File: src/rtl/defl_pkg.sv
package defl_pkg;

  // Set/clear window state: empty window forces low, start wins over stop.
  function automatic logic window_next(logic cur, logic hit_start,
                                       logic hit_stop, logic empty);
    if (empty)          return 1'b0;
    else if (hit_start) return 1'b1;
    else if (hit_stop)  return 1'b0;
    else                return cur;
  endfunction

  // Modulo counter with an external restart.
  function automatic int unsigned wrap_next(int unsigned cnt, int unsigned last,
                                            logic restart);
    if (restart || cnt == last) return 0;
    return cnt + 1;
  endfunction

  // Saturating counter with clear and step enable.
  function automatic int unsigned sat_next(int unsigned cnt, int unsigned top,
                                           logic clear, logic step);
    if (clear)                  return 0;
    if (step && cnt != top)     return cnt + 1;
    return cnt;
  endfunction

endpackage

File: src/rtl/defl_line_ctr.sv
module defl_line_ctr #(
  parameter int LINE_CYCLES = 1024,
  parameter int HDEF_CYCLES = 76,
  localparam int CW = $clog2(LINE_CYCLES)
) (
  input  logic          clk,
  input  logic          rst_n,
  input  logic          single_en,
  input  logic          line_sync_in,
  output logic [CW-1:0] hcnt,
  output logic          line_edge,
  output logic          half_tick,
  output logic          line_ref,
  output logic          hdef
);
  localparam int unsigned LAST = LINE_CYCLES - 1;
  localparam logic [CW-1:0] HALF = CW'(LINE_CYCLES / 2);
  localparam logic [CW-1:0] HDEF_END = CW'(HDEF_CYCLES);

  logic sync_q;

  always_ff @(posedge clk) begin
    if (!rst_n) begin
      sync_q <= 1'b0;
      hcnt   <= '0;
    end else begin
      sync_q <= line_sync_in;
      hcnt   <= CW'(defl_pkg::wrap_next(32'(hcnt), LAST, line_edge));
    end
  end

  assign line_edge = single_en & line_sync_in & ~sync_q;
  assign half_tick = (hcnt == '0) | (hcnt == HALF);
  assign line_ref  = hcnt < HALF;
  assign hdef      = hcnt < HDEF_END;
endmodule

File: src/rtl/defl_sync_edge.sv
module defl_sync_edge (
  input  logic clk,
  input  logic rst_n,
  input  logic async_in,
  output logic rise
);
  logic [2:0] sh;

  always_ff @(posedge clk) begin
    if (!rst_n) sh <= '0;
    else        sh <= {sh[1:0], async_in};
  end

  assign rise = sh[1] & ~sh[2];
endmodule

File: src/rtl/defl_vert_ctr.sv
module defl_vert_ctr #(
  parameter int VCNT_W = 10
) (
  input  logic              clk,
  input  logic              rst_n,
  input  logic              clear,
  input  logic              tick,
  output logic [VCNT_W-1:0] vcnt
);
  localparam int unsigned TOP = (1 << VCNT_W) - 1;

  always_ff @(posedge clk) begin
    if (!rst_n) vcnt <= '0;
    else        vcnt <= VCNT_W'(defl_pkg::sat_next(32'(vcnt), TOP, clear, tick));
  end
endmodule

File: src/rtl/defl_window.sv
module defl_window #(
  parameter int W = 10
) (
  input  logic         clk,
  input  logic         rst_n,
  input  logic [W-1:0] pos,
  input  logic [W-1:0] start,
  input  logic [W-1:0] stop,
  output logic         pulse
);
  always_ff @(posedge clk) begin
    if (!rst_n) pulse <= 1'b0;
    else        pulse <= defl_pkg::window_next(pulse, pos == start,
                                               pos == stop, start == stop);
  end
endmodule

File: src/rtl/defl_timing_gen.sv
module defl_timing_gen #(
  parameter int LINE_CYCLES = 1024,
  parameter int HDEF_CYCLES = 76,
  parameter int VCNT_W      = 10,
  localparam int CNT_W = $clog2(LINE_CYCLES)
) (
  input  logic              clk,
  input  logic              rst_n,
  input  logic              single_clk_en,
  input  logic              line_sync_in,
  input  logic              vsync_in,
  input  logic [CNT_W-1:0]  blank_start,
  input  logic [CNT_W-1:0]  blank_stop,
  input  logic [VCNT_W-1:0] vdef_start,
  input  logic [VCNT_W-1:0] vdef_stop,
  output logic              hdef_out,
  output logic              vdef_out,
  output logic              blank_out,
  output logic              line_ref_out
);
  // Internal events, named for the checker.
  logic [CNT_W-1:0]  hcnt;
  logic              line_edge;
  logic              half_tick;
  logic              v_edge;
  logic [VCNT_W-1:0] vcnt;

  defl_line_ctr #(.LINE_CYCLES(LINE_CYCLES), .HDEF_CYCLES(HDEF_CYCLES)) u_line (
    .clk(clk), .rst_n(rst_n), .single_en(single_clk_en),
    .line_sync_in(line_sync_in), .hcnt(hcnt), .line_edge(line_edge),
    .half_tick(half_tick), .line_ref(line_ref_out), .hdef(hdef_out)
  );

  defl_sync_edge u_vsync (
    .clk(clk), .rst_n(rst_n), .async_in(vsync_in), .rise(v_edge)
  );

  defl_vert_ctr #(.VCNT_W(VCNT_W)) u_vert (
    .clk(clk), .rst_n(rst_n), .clear(v_edge), .tick(half_tick), .vcnt(vcnt)
  );

  defl_window #(.W(CNT_W)) u_blank (
    .clk(clk), .rst_n(rst_n), .pos(hcnt), .start(blank_start),
    .stop(blank_stop), .pulse(blank_out)
  );

  defl_window #(.W(VCNT_W)) u_vdef (
    .clk(clk), .rst_n(rst_n), .pos(vcnt), .start(vdef_start),
    .stop(vdef_stop), .pulse(vdef_out)
  );
endmodule

File: config.mk
export PLATFORM = sky130hd
export DESIGN_NAME = defl_timing_gen
export DESIGN_NICKNAME = d
export VERILOG_FILES = /design/src/rtl/defl_pkg.sv /design/src/rtl/defl_line_ctr.sv /design/src/rtl/defl_sync_edge.sv /design/src/rtl/defl_vert_ctr.sv /design/src/rtl/defl_window.sv /design/src/rtl/defl_timing_gen.sv
export SDC_FILE = /design/constraint.sdc
export NUM_CORES = 1
export LEC_CHECK = 0
export BUFFER_PORTS_ARGS = -buffer_cell sky130_fd_sc_hd__buf_2
export CAP_MARGIN = 20
export CORE_ASPECT_RATIO = 1.25
export CORE_MARGIN = 1
export CORE_UTILIZATION = 40
export CTS_CLUSTER_DIAMETER = 50
export DETAILED_ROUTE_END_ITERATION = 7
export PLACE_DENSITY = 0.6
export SETUP_SLACK_MARGIN = 0.15
export SLEW_MARGIN = 20
export SYNTH_ARGS = -nofsm -noshare
export SYNTH_HDL_FRONTEND = slang
export SYNTH_SLANG_ARGS = --single-unit
File: constraint.sdc
create_clock -name clk -period 2.1 [get_ports clk]
set_input_delay 0 -clock clk [delete_from_list [all_inputs] [get_ports clk]]
set_output_delay 0 -clock clk [all_outputs]
set_load 0.03 [all_outputs]
## Word-level counts from Yosys, hierarchy flattened

Index checks and enable logic that the tools add are counted.

- Input bits: 45
- Register bits after elaboration: 26
- Output and inout port bits: 4

- Order comparisons: 2
- Muxes and demuxes: 12
- Bitwise gates (word level): 7
- Add/sub/neg operators: 2
- Reduce and logical (&&, ||, !) cells: 9
- Eq/ne operators: 9

Operator list:

| cell | count |
|---|---|
| 10-bit equality test | 6 |
| 10-bit by 1-bit adder with 10-bit output, second input constant | 2 |
| 10-bit equality test, second input constant | 2 |
| 1-bit 2-to-1 mux | 11 |
| 10-bit zero test | 1 |
| 10-bit less-than comparator, second input constant | 1 |
| 10-bit by 7-bit less-than comparator with 1-bit output, second input constant | 1 |
| 10-bit 2-to-1 mux | 1 |
| 10-bit != test, second input constant | 1 |
| 2-bit OR reduction | 4 |
| 2-bit nonzero test | 2 |
| 1-bit bitwise AND | 3 |
| 1-bit inverter | 3 |
| 1-bit logical AND | 1 |
| 1-bit logical OR | 1 |
| 1-bit OR | 1 |

## Longest topological paths before layout

Gate-level depths: netlist of the first run.

- Depth in word-level cells: 6
- Gate-level depth with buffers: 8
- Depth with buffers taken out: 7

## Modules after synthesis

Synthesis of the first run repeated with hierarchy kept, for this count alone.

- Cells, all modules: 221
- Area, all modules: 1988.2 sq um

By module, submodules not included:

| module | instances | area each (sq um) | cells each |
|---|---|---|---|
| defl_window | 2 | 356.6 | 41 |
| defl_vert_ctr | 1 | 661.9 | 70 |
| defl_line_ctr | 1 | 520.5 | 62 |
| defl_sync_edge | 1 | 92.6 | 7 |

## Worst setup path before layout of the first run

OpenSTA, ideal clock, no wires.

- Path type: register -> output
- Start point: reg u_line.hcnt[3]
- End point: out hdef_out
- Path slack: -0.182 ns
- Data arrival time: 2.282 ns
- Path buffers: 1
- Data required time: 2.100 ns
- Stages on the path, launching flop included: 4
- Path through: dfxtp_1 -> buf_6 -> a211o_1 -> a2111oi_0

- Longest elaborated chain between the ends: 1

Ends and longest elaborated chain:

| what | RTL line | RTL |
|---|---|---|
| start, declared | defl_line_ctr.sv:10 | `output logic [CW-1:0] hcnt,` |
| start signal, assigned | defl_line_ctr.sv:28 | `hcnt <= CW'(defl_pkg::wrap_next(32'(hcnt), LAST, line_edge));` |
| 10-bit by 7-bit less-than comparator with 1-bit output | defl_line_ctr.sv:35 | `assign hdef = hcnt < HDEF_END;` |
| end, declared | defl_timing_gen.sv:16 | `output logic hdef_out,` |

Every way passes these cells.

## Final worst setup path of the first run

- Start point: reg u_line.hcnt[0]
- End point: reg u_vert.vcnt[9]

- Longest elaborated chain between the ends: 6
- Elaborated cells between the ends (all ways): 8

Ends and longest elaborated chain:

| what | RTL line | RTL |
|---|---|---|
| 10-bit equality test / 10-bit zero test (equally long branches) | defl_line_ctr.sv:33 | `assign half_tick = (hcnt == '0) \| (hcnt == HALF);` |
| 1-bit OR (*) | defl_line_ctr.sv:33 |  |
| 1-bit logical AND (*) | defl_pkg.sv:23 | `if (step && cnt != top) return cnt + 1;` |
| 1-bit 2-to-1 mux (2 in a row) | defl_pkg.sv:23 |  |
| 1-bit 2-to-1 mux | defl_vert_ctr.sv:13 | `if (!rst_n) vcnt <= '0;` |
| end signal, assigned | defl_vert_ctr.sv:14 | `else vcnt <= VCNT_W'(defl_pkg::sat_next(32'(vcnt), TOP, clear, tick));` |
| end, declared | defl_vert_ctr.sv:8 | `output logic [VCNT_W-1:0] vcnt` |

Every way passes the cells marked *; elsewhere a longest branch is shown, timed or not. The select of a mux whose other input is x is not followed.
A chain may end at the register's enable or synchronous reset.

==> implementation parameters, run 1 <==
Parameter                              Value

Timing
  Final slew viol count ... 0
  Final critical path time including I/O delays and setup ... about 1.7 ns
  Final clock period utilization by the worst path ... between 80% and 90%
  Final number of hold-violating endpoints ... 0
  Setup total negative slack ... 0 ns
  Achievable Freq ... roughly 0.59 GHz
  Unrepaired setup endpoints after global routing ... false
  Clock Skews ... ~0.007 ns
  Worst slew pin tran ... 0.523 ns
  Count of final setup violators ... 0
  Max-slew headroom ... around two thirds

Yosys
  Combined area of all synthesized cells ... 1900 µm²
  Number of different library cells in the post-synthesis netlist ... 37
  Number of flops mapped to enable cells by yosys ... 0
  Number of synthesized register bits ... 26
  Instance count of the mapped netlist ... ~210
  Mean instance size in the synthesized netlist ... roughly 9 µm²
  Top FF cell, synth ... sky130_fd_sc_hd__dfxtp_1
  Register area share after synthesis ... between 20 and 30%
  Post-Synthesis Net Count ... around 260
  Async S/R FF share, synth ... 0%
  Yosys warns ... 0

Clock tree
  Insertion delay to the later sink of the worst-skew pair ... about 0.27 ns
  Clock transition at the registers of the reported paths ... around 0.090 ns
  Total CTS buffers ... 3
  CTS resizes ... 0
  Sink count of the clock tree ... 26
  CTS tree ... built
  Max H-tree Level ... 1
  Bufs on Longest Clock Path ... 2
  Root Buffer Master ... sky130_fd_sc_hd__clkbuf_8

Finish
  Signed area change from the synthesized netlist to the final layout ... 17.1%
  Post-route non-filler standard cell count ... 315
  Filler instances ... ~450
  Net count, final ... slightly above 300
  Multi-input gate area in the final layout ... ~1300 µm²
  Final antenna diode count ... 0
  Fraction of layout cells with a size suffix above 1 ... 26.8%
  Finished Cell Area ... between 2000 and 2500 µm²
  Total area of sequential cells ... around 520 µm²

Worst setup path
  Worst Path Class, Setup ... flop to flop
  Cell with the biggest individual delay on the critical path ... sky130_fd_sc_hd__dfxtp_1
  Worst setup path endpoint ... u_vert.vcnt[9]$_SDFFE_PP0P_
  FF-to-FF setup slack ... around 0.39 ns
  FF-to-FF path depth ... 7
  Crit path largest cell delay ... just over 0.4 ns
  Critical path peak fanout ... 9
  Capturing element type of the critical path ... flop
  Crit path launch ... u_line.hcnt[0]$_SDFF_PP0_
  Worst R2R Start ... u_line.hcnt[0]$_SDFF_PP0_
  Critical Path AT ... between 1.5 and 2 ns
  Startpoint type of the worst setup path ... flop
  Critical Path RT ... approximately 2.3 ns
  CP cell instances ... inv_1 -> ha_1 -> nor4b_4 -> nand2_4 -> nor3_2 -> a211oi_1 -> a31o_1
  FF-to-FF End ... u_vert.vcnt[9]$_SDFFE_PP0P_

Flow run
  Max_cap viols ... 0

Pwr
  LEAKAGE ... 0.908 nW
  Peak ir drop on the vdd network ... 0.243 mV
  Power density normalized to cell area ... a little under 500 nW/µm²

Route
  Initial DRC Count ... 17
  Detailed-route wire length per cell ... 13.0 µm
  Post-Route WL ... 4.09 mm
  Routed via count ... 1549
  Post-DR vias/cell ... approximately 5
  Total DRC errors in the routed layout ... 0
  1st-pass router iterations ... 4
  Post-detailed-route count of antenna-violating nets ... 0

Floorplanning
  Boundary pin count ... 49
  Area of the core ... 4490 µm²
  Starting Density ... a little over two fifths
  Die span in x ... roughly 64 µm
  Row cnt ... 27
  Floorplan die area ... between 5000 and 6000 µm²
  Chip height ... between 70 and 80 µm

GRT
  Number of antenna violations at the first check in global routing ... 0
  Wire length of the first global-routing pass ... between 6 and 7 mm
  Via count of the first global-routing pass ... 1571
  Maximum number of pins on one net before global-route repair ... 15
  Global-route usage over all layers ... between 10% and 20%
  Global-route congestion overflow total ... 0

Min path
  Number of cells on the worst hold path ... 3
  Path category of the worst min-delay check ... input port to flop

Placement
  Placer congestion estimate ... 0.821
  Port buffer count ... between 40 and 50
  Cell count after placement ... about 310
  Placed cell area ... 2150 µm²
  Post-detailed-placement half-perimeter wirelength ... approximately 3.4 mm

Outcome
  Result of the run ... complete, no violations
-- cells by family after synthesis --
family          after synthesis  synth area share [%]
flops                        26                  27.3
buf+inv                      20                  6.90
simple gates                 71                  23.2
fa+ha+maj                     3                  1.97
compound gates               15                  5.65
xor+xnor                     76                  35.0
-- worst max-delay path: cells and delay by family (launching register included) --
kind,cells,cell delay [ns]
and+or+nand+nor,3,0.66
buffers and inverters,1,0.09
DFF,1,0.41
adders and majority gates,1,0.14
AOI/OAI and AO/OA,2,0.31
-- stage by stage --
| step | power, mW | hold WS [ns] | utilization (%) | setup WS (ns) |
|---|---|---|---|---|
| floorplan | 0.678 | 0.122 | - | 0.199 |
| global placement | 0.771 | 0.215 | 48.0 | 0.451 |
| detailed placement | 0.773 | 0.220 | 48.0 | 0.394 |
| CTS | 1.10 | 0.0471 | 49.6 | 0.373 |
| global route | 1.15 | 0.0627 | 49.6 | 0.254 |
| finish | 1.09 | 0.0501 | 49.6 | 0.392 |
-- final cells by class --
class                      count  share of cell area (%)
sequential                    26                    23.3
tap                           58                    3.25
multi-input combinational    165                    56.2
inverter                       6                    1.01
timing repair buffer          56                    13.7
clock buffer                   4                    2.47
-- routing by layer --
layer	vias up	track usage [%]	wire [µm]
li1	804	-	-
met1	702	18.4	1720
met2	34	33.1	2150
met3	9	1.87	101
met4	0	8.64	116
met5	-	0	0
-- flip-flops by register name (all words and copies together), names as in the netlist --
register,flops
u_line.hcnt,10
u_vert.vcnt,10
u_vsync.sh,3
u_blank.pulse,1
u_line.sync_q,1
u_vdef.pulse,1
-- cells in the mapped netlist (2+ instances only) --
master | n | area [µm²]
sky130_fd_sc_hd__xor2_1 | 29 | 254
sky130_fd_sc_hd__nand4_1 | 10 | 62.6
sky130_fd_sc_hd__o41ai_1 | 4 | 35.0
sky130_fd_sc_hd__inv_1 | 5 | 18.8
sky130_fd_sc_hd__nand2_1 | 8 | 30.0
sky130_fd_sc_hd__dfxtp_1 | 26 | 521
sky130_fd_sc_hd__nor4_4 | 2 | 42.5
sky130_fd_sc_hd__nor4_1 | 6 | 37.5
sky130_fd_sc_hd__xnor2_1 | 47 | 412
sky130_fd_sc_hd__and3_1 | 3 | 18.8
sky130_fd_sc_hd__nand3_1 | 7 | 35.0
sky130_fd_sc_hd__buf_6 | 5 | 56.3
sky130_fd_sc_hd__a21oi_1 | 3 | 15.0
sky130_fd_sc_hd__ha_1 | 3 | 37.5
sky130_fd_sc_hd__buf_2 | 5 | 25.0
sky130_fd_sc_hd__nor2_1 | 21 | 78.8
sky130_fd_sc_hd__o21ai_0 | 3 | 15.0
sky130_fd_sc_hd__buf_4 | 2 | 15.0
sky130_fd_sc_hd__and2_1 | 4 | 25.0
-- where the power goes --
part           internal, mW  leakage (nW)  switching (mW)  total, mW
combinational         0.122         0.668           0.110      0.232
clock                 0.168        0.0288           0.160      0.328
sequential            0.508         0.211          0.0224      0.530
-- repair_timing --
action / 4_1_cts / 5_1_grt
endpoints found under the setup margin: 0 / 0
endpoints found under the hold margin: 2 / 0
hold buffers: 2 / 0
buffers inserted: 0 / 0
-- worst min path at each step --
stage,startpoint,to,slack (ns)
5_1_grt,rst_n,u_vdef.pulse$_SDFFE_PP0P_,0.06
4_1_cts,rst_n,u_blank.pulse$_SDFFE_PP0P_,0.05
2_1_floorplan,rst_n,u_line.sync_q$_SDFF_PN0_,0.12
6_report,rst_n,u_vdef.pulse$_SDFFE_PP0P_,0.05
3_5_place_dp,vsync_in,u_vsync.sh[0]$_SDFF_PN0_,0.22
3_3_place_gp,vsync_in,u_vsync.sh[0]$_SDFF_PN0_,0.21
-- cells in the final DEF (no fill, tap or decap), types with 2 or more instances in the layout --
cell	count
sky130_fd_sc_hd__dlygate4sd3_1	2
sky130_fd_sc_hd__o21ai_0	3
sky130_fd_sc_hd__o41ai_1	4
sky130_fd_sc_hd__nor2_1	21
sky130_fd_sc_hd__nand3_1	7
sky130_fd_sc_hd__nand4_1	10
sky130_fd_sc_hd__a21oi_1	3
sky130_fd_sc_hd__ha_1	3
sky130_fd_sc_hd__xnor2_1	47
sky130_fd_sc_hd__nor4_4	2
sky130_fd_sc_hd__clkbuf_8	4
sky130_fd_sc_hd__and3_1	3
sky130_fd_sc_hd__buf_4	6
sky130_fd_sc_hd__nand2_1	8
sky130_fd_sc_hd__buf_2	48
sky130_fd_sc_hd__inv_1	5
sky130_fd_sc_hd__and2_1	4
sky130_fd_sc_hd__dfxtp_1	26
sky130_fd_sc_hd__nor4_1	6
sky130_fd_sc_hd__xor2_1	29
Note: power is estimated with default switching activity, not from simulation.
==> run 2, diff against run 1 <==
--- a/config.mk
+++ b/config.mk
@@ -12,7 +12,7 @@
 export CORE_UTILIZATION = 40
 export CTS_CLUSTER_DIAMETER = 50
 export DETAILED_ROUTE_END_ITERATION = 7
-export PLACE_DENSITY = 0.6
+export PLACE_DENSITY = 0.63
 export SETUP_SLACK_MARGIN = 0.15
 export SLEW_MARGIN = 20
 export SYNTH_ARGS = -nofsm -noshare
==> constraint.sdc (replaced) <==
create_clock -name clk -period 1.4 [get_ports clk]
set_input_delay 0 -clock clk [delete_from_list [all_inputs] [get_ports clk]]
set_output_delay 0 -clock clk [all_outputs]
set_load 0.03 [all_outputs]
==> implementation parameters, run 2 (synthesized netlist as in run 1, its figures left out) <==
Parameter                              Value

Finish
  Registers with the highest flip-flop counts ... u_line.hcnt: 10 flops, u_vert.vcnt: 10 flops, u_vsync.sh: 3 flops
  Signed area change from the synthesized netlist to the final layout ... 49.6%
  Highest-count cells in the layout ignoring fill and taps ... sky130_fd_sc_hd__buf_2, sky130_fd_sc_hd__xnor2_1, sky130_fd_sc_hd__xor2_1
  Net count, final ... 340
  Fraction of layout cells with a size suffix above 1 ... a little over half
  Finished Cell Area ... between 2000 and 3000 µm²
  Most common cell after layout, fill and taps aside ... sky130_fd_sc_hd__buf_2
  Final antenna diode count ... 0
  Post-route non-filler standard cell count ... between 300 and 400

Clock tree
  Root Buffer Master ... sky130_fd_sc_hd__clkbuf_8
  Clock transition at the registers of the reported paths ... around 0.09 ns
  Bufs on Longest Clock Path ... 2
  Max H-tree Level ... 1
  Total CTS buffers ... 3
  Sink count of the clock tree ... 26
  Insertion delay to the later sink of the worst-skew pair ... 0.27 ns
  CTS tree ... built

Timing
  Clock Skews ... ~0.0014 ns
  Count of final setup violators ... 11
  Unrepaired setup endpoints after global routing ... true
  Worst slew pin tran ... approximately 0.43 ns
  Final number of hold-violating endpoints ... 0
  Final critical path time including I/O delays and setup ... 1.55 ns
  Final slew viol count ... 0
  Final clock period utilization by the worst path ... 111%
  Setup total negative slack ... -0.927 ns
  Max-slew headroom ... 71.0%
  Achievable Freq ... 0.644 GHz
  Worst setup slack after layout ... -0.152 ns

Route
  Post-detailed-route count of antenna-violating nets ... 0
  Post-Route WL ... between 4 and 5 mm
  Initial DRC Count ... 42
  Detailed-route wire length per cell ... 13.9 µm
  Routed via count ... 1738
  Total DRC errors in the routed layout ... 0
  Post-DR vias/cell ... approximately 5
  1st-pass router iterations ... 4

GRT
  Global-route congestion overflow total ... 0
  Via count of the first global-routing pass ... 1671
  Number of antenna violations at the first check in global routing ... 0
  Maximum number of pins on one net before global-route repair ... 15
  Global-route usage over all layers ... 19.6%
  Wire length of the first global-routing pass ... 7.58 mm

Worst setup path
  Critical Path AT ... between 1.5 and 2 ns
  Capturing element type of the critical path ... flop
  Worst Path Class, Setup ... flop to flop
  Critical Path RT ... between 1.5 and 2 ns
  Startpoint type of the worst setup path ... flop
  Critical path peak fanout ... 8

Pwr
  LEAKAGE ... between 1 and 1.5 nW
  Design Power ... roughly 1.8 mW
  Relative contribution of sequential cells to total power ... between 40% and 50%
  Switching power ... 0.501 mW
  Peak ir drop on the vdd network ... 0.412 mV
  Clock network fraction of total power ... between 20% and 30%
  Internal power summed over all cells ... 1.26 mW
  Fraction of power spent switching nets ... 28.4%
  Power density normalized to cell area ... 618 nW/µm²
  Logic gate share of total power ... approximately 28%

Floorplanning
  Area of the core ... 4490 µm²
  Die span in x ... between 60 and 70 µm
  Boundary pin count ... between 40 and 50
  Starting Density ... between 40% and 50%
  Chip height ... 79.1 µm
  Floorplan die area ... about 5000 µm²
  Row cnt ... 27

Placement
  Cell count after placement ... approximately 330
  Port buffer count ... 48
  Placed cell area ... about 2400 µm²
  Post-detailed-placement half-perimeter wirelength ... approximately 3.6 mm
  Placer congestion estimate ... roughly 0.86

Outcome
  Result of the run ... complete, but fails checks
  Violations in the final reports ... setup timing

Min path
  Path category of the worst min-delay check ... input port to flop

Flow run
  Max_cap viols ... 0
run 2: cell type report:
cell class | count | area (µm²)
Timing Repair Buffer | 90 | 616
Inverter | 6 | 22.5
Tap cell | 58 | 72.6
Multi-Input combinational cell | 165 | 1540
Fill cell | 374 | 1640
Sequential cell | 26 | 548
Clock buffer | 4 | 55.1
run 2: worst paths after layout:
path                             start                           to  slack (ns)  cells past startpoint
min reg2reg   u_vsync.sh[0]$_SDFF_PN0_     u_vsync.sh[1]$_SDFF_PN0_        0.45                      1
max          u_line.hcnt[1]$_SDFF_PP0_  u_vert.vcnt[9]$_SDFFE_PP0P_       -0.15                      7
max reg2reg  u_line.hcnt[1]$_SDFF_PP0_  u_vert.vcnt[9]$_SDFFE_PP0P_       -0.15                      7
min                              rst_n   u_blank.pulse$_SDFFE_PP0P_        0.05                      3
run 2: power by group through the flow:
stage               Sequential [mW]  Clock, mW  Combinational [mW]
global placement              0.797          0               0.401
finish                        0.779      0.492               0.490
CTS                           0.777      0.512               0.461
detailed placement            0.798          0               0.407
global route                  0.782      0.544               0.531
floorplan                     0.807          0               0.226
run 2: per-layer routing:
layer / wire length, µm / global-route usage [%] / vias up
met5: 0 / 0 / -
met2: 2760 / 39.7 / 37
met1: 1910 / 20.5 / 825
li1: - / - / 871
met4: 53 / 6.14 / 0
met3: 140 / 2.16 / 5
run 2: what timing repair did:
| item | 4_1_cts | 5_1_grt |
|---|---|---|
| gates resized for setup | 41 | 32 |
| setup endpoints to repair | 22 | 23 |
| hold buffers | 2 | 0 |
| buffers inserted | 7 | 4 |
| pin swaps | 20 | 17 |
| endpoints found under the hold margin | 2 | 0 |
run 2: per-stage QoR:
step | hold slack [ns] | worst slack, ns | utilization, %
after global routing | 0.0538 | -0.259 | 63.4
final | 0.0508 | -0.152 | 63.4
after detailed placement | 0.218 | -0.131 | 52.9
after floorplan | 0.122 | -0.224 | -
after CTS | 0.0445 | -0.153 | 59.6
after global placement | 0.215 | -0.0882 | 52.9
run 2: worst max-delay path: stages (launching register included):
cell and delay [ns]:
sky130_fd_sc_hd__dfxtp_2 0.34, sky130_fd_sc_hd__inv_2 0.06, sky130_fd_sc_hd__ha_4 0.12, sky130_fd_sc_hd__nor4b_4 0.22, sky130_fd_sc_hd__nand2_4 0.16, sky130_fd_sc_hd__nor3_4 0.27
sky130_fd_sc_hd__a211oi_2 0.10, sky130_fd_sc_hd__a31o_1 0.19
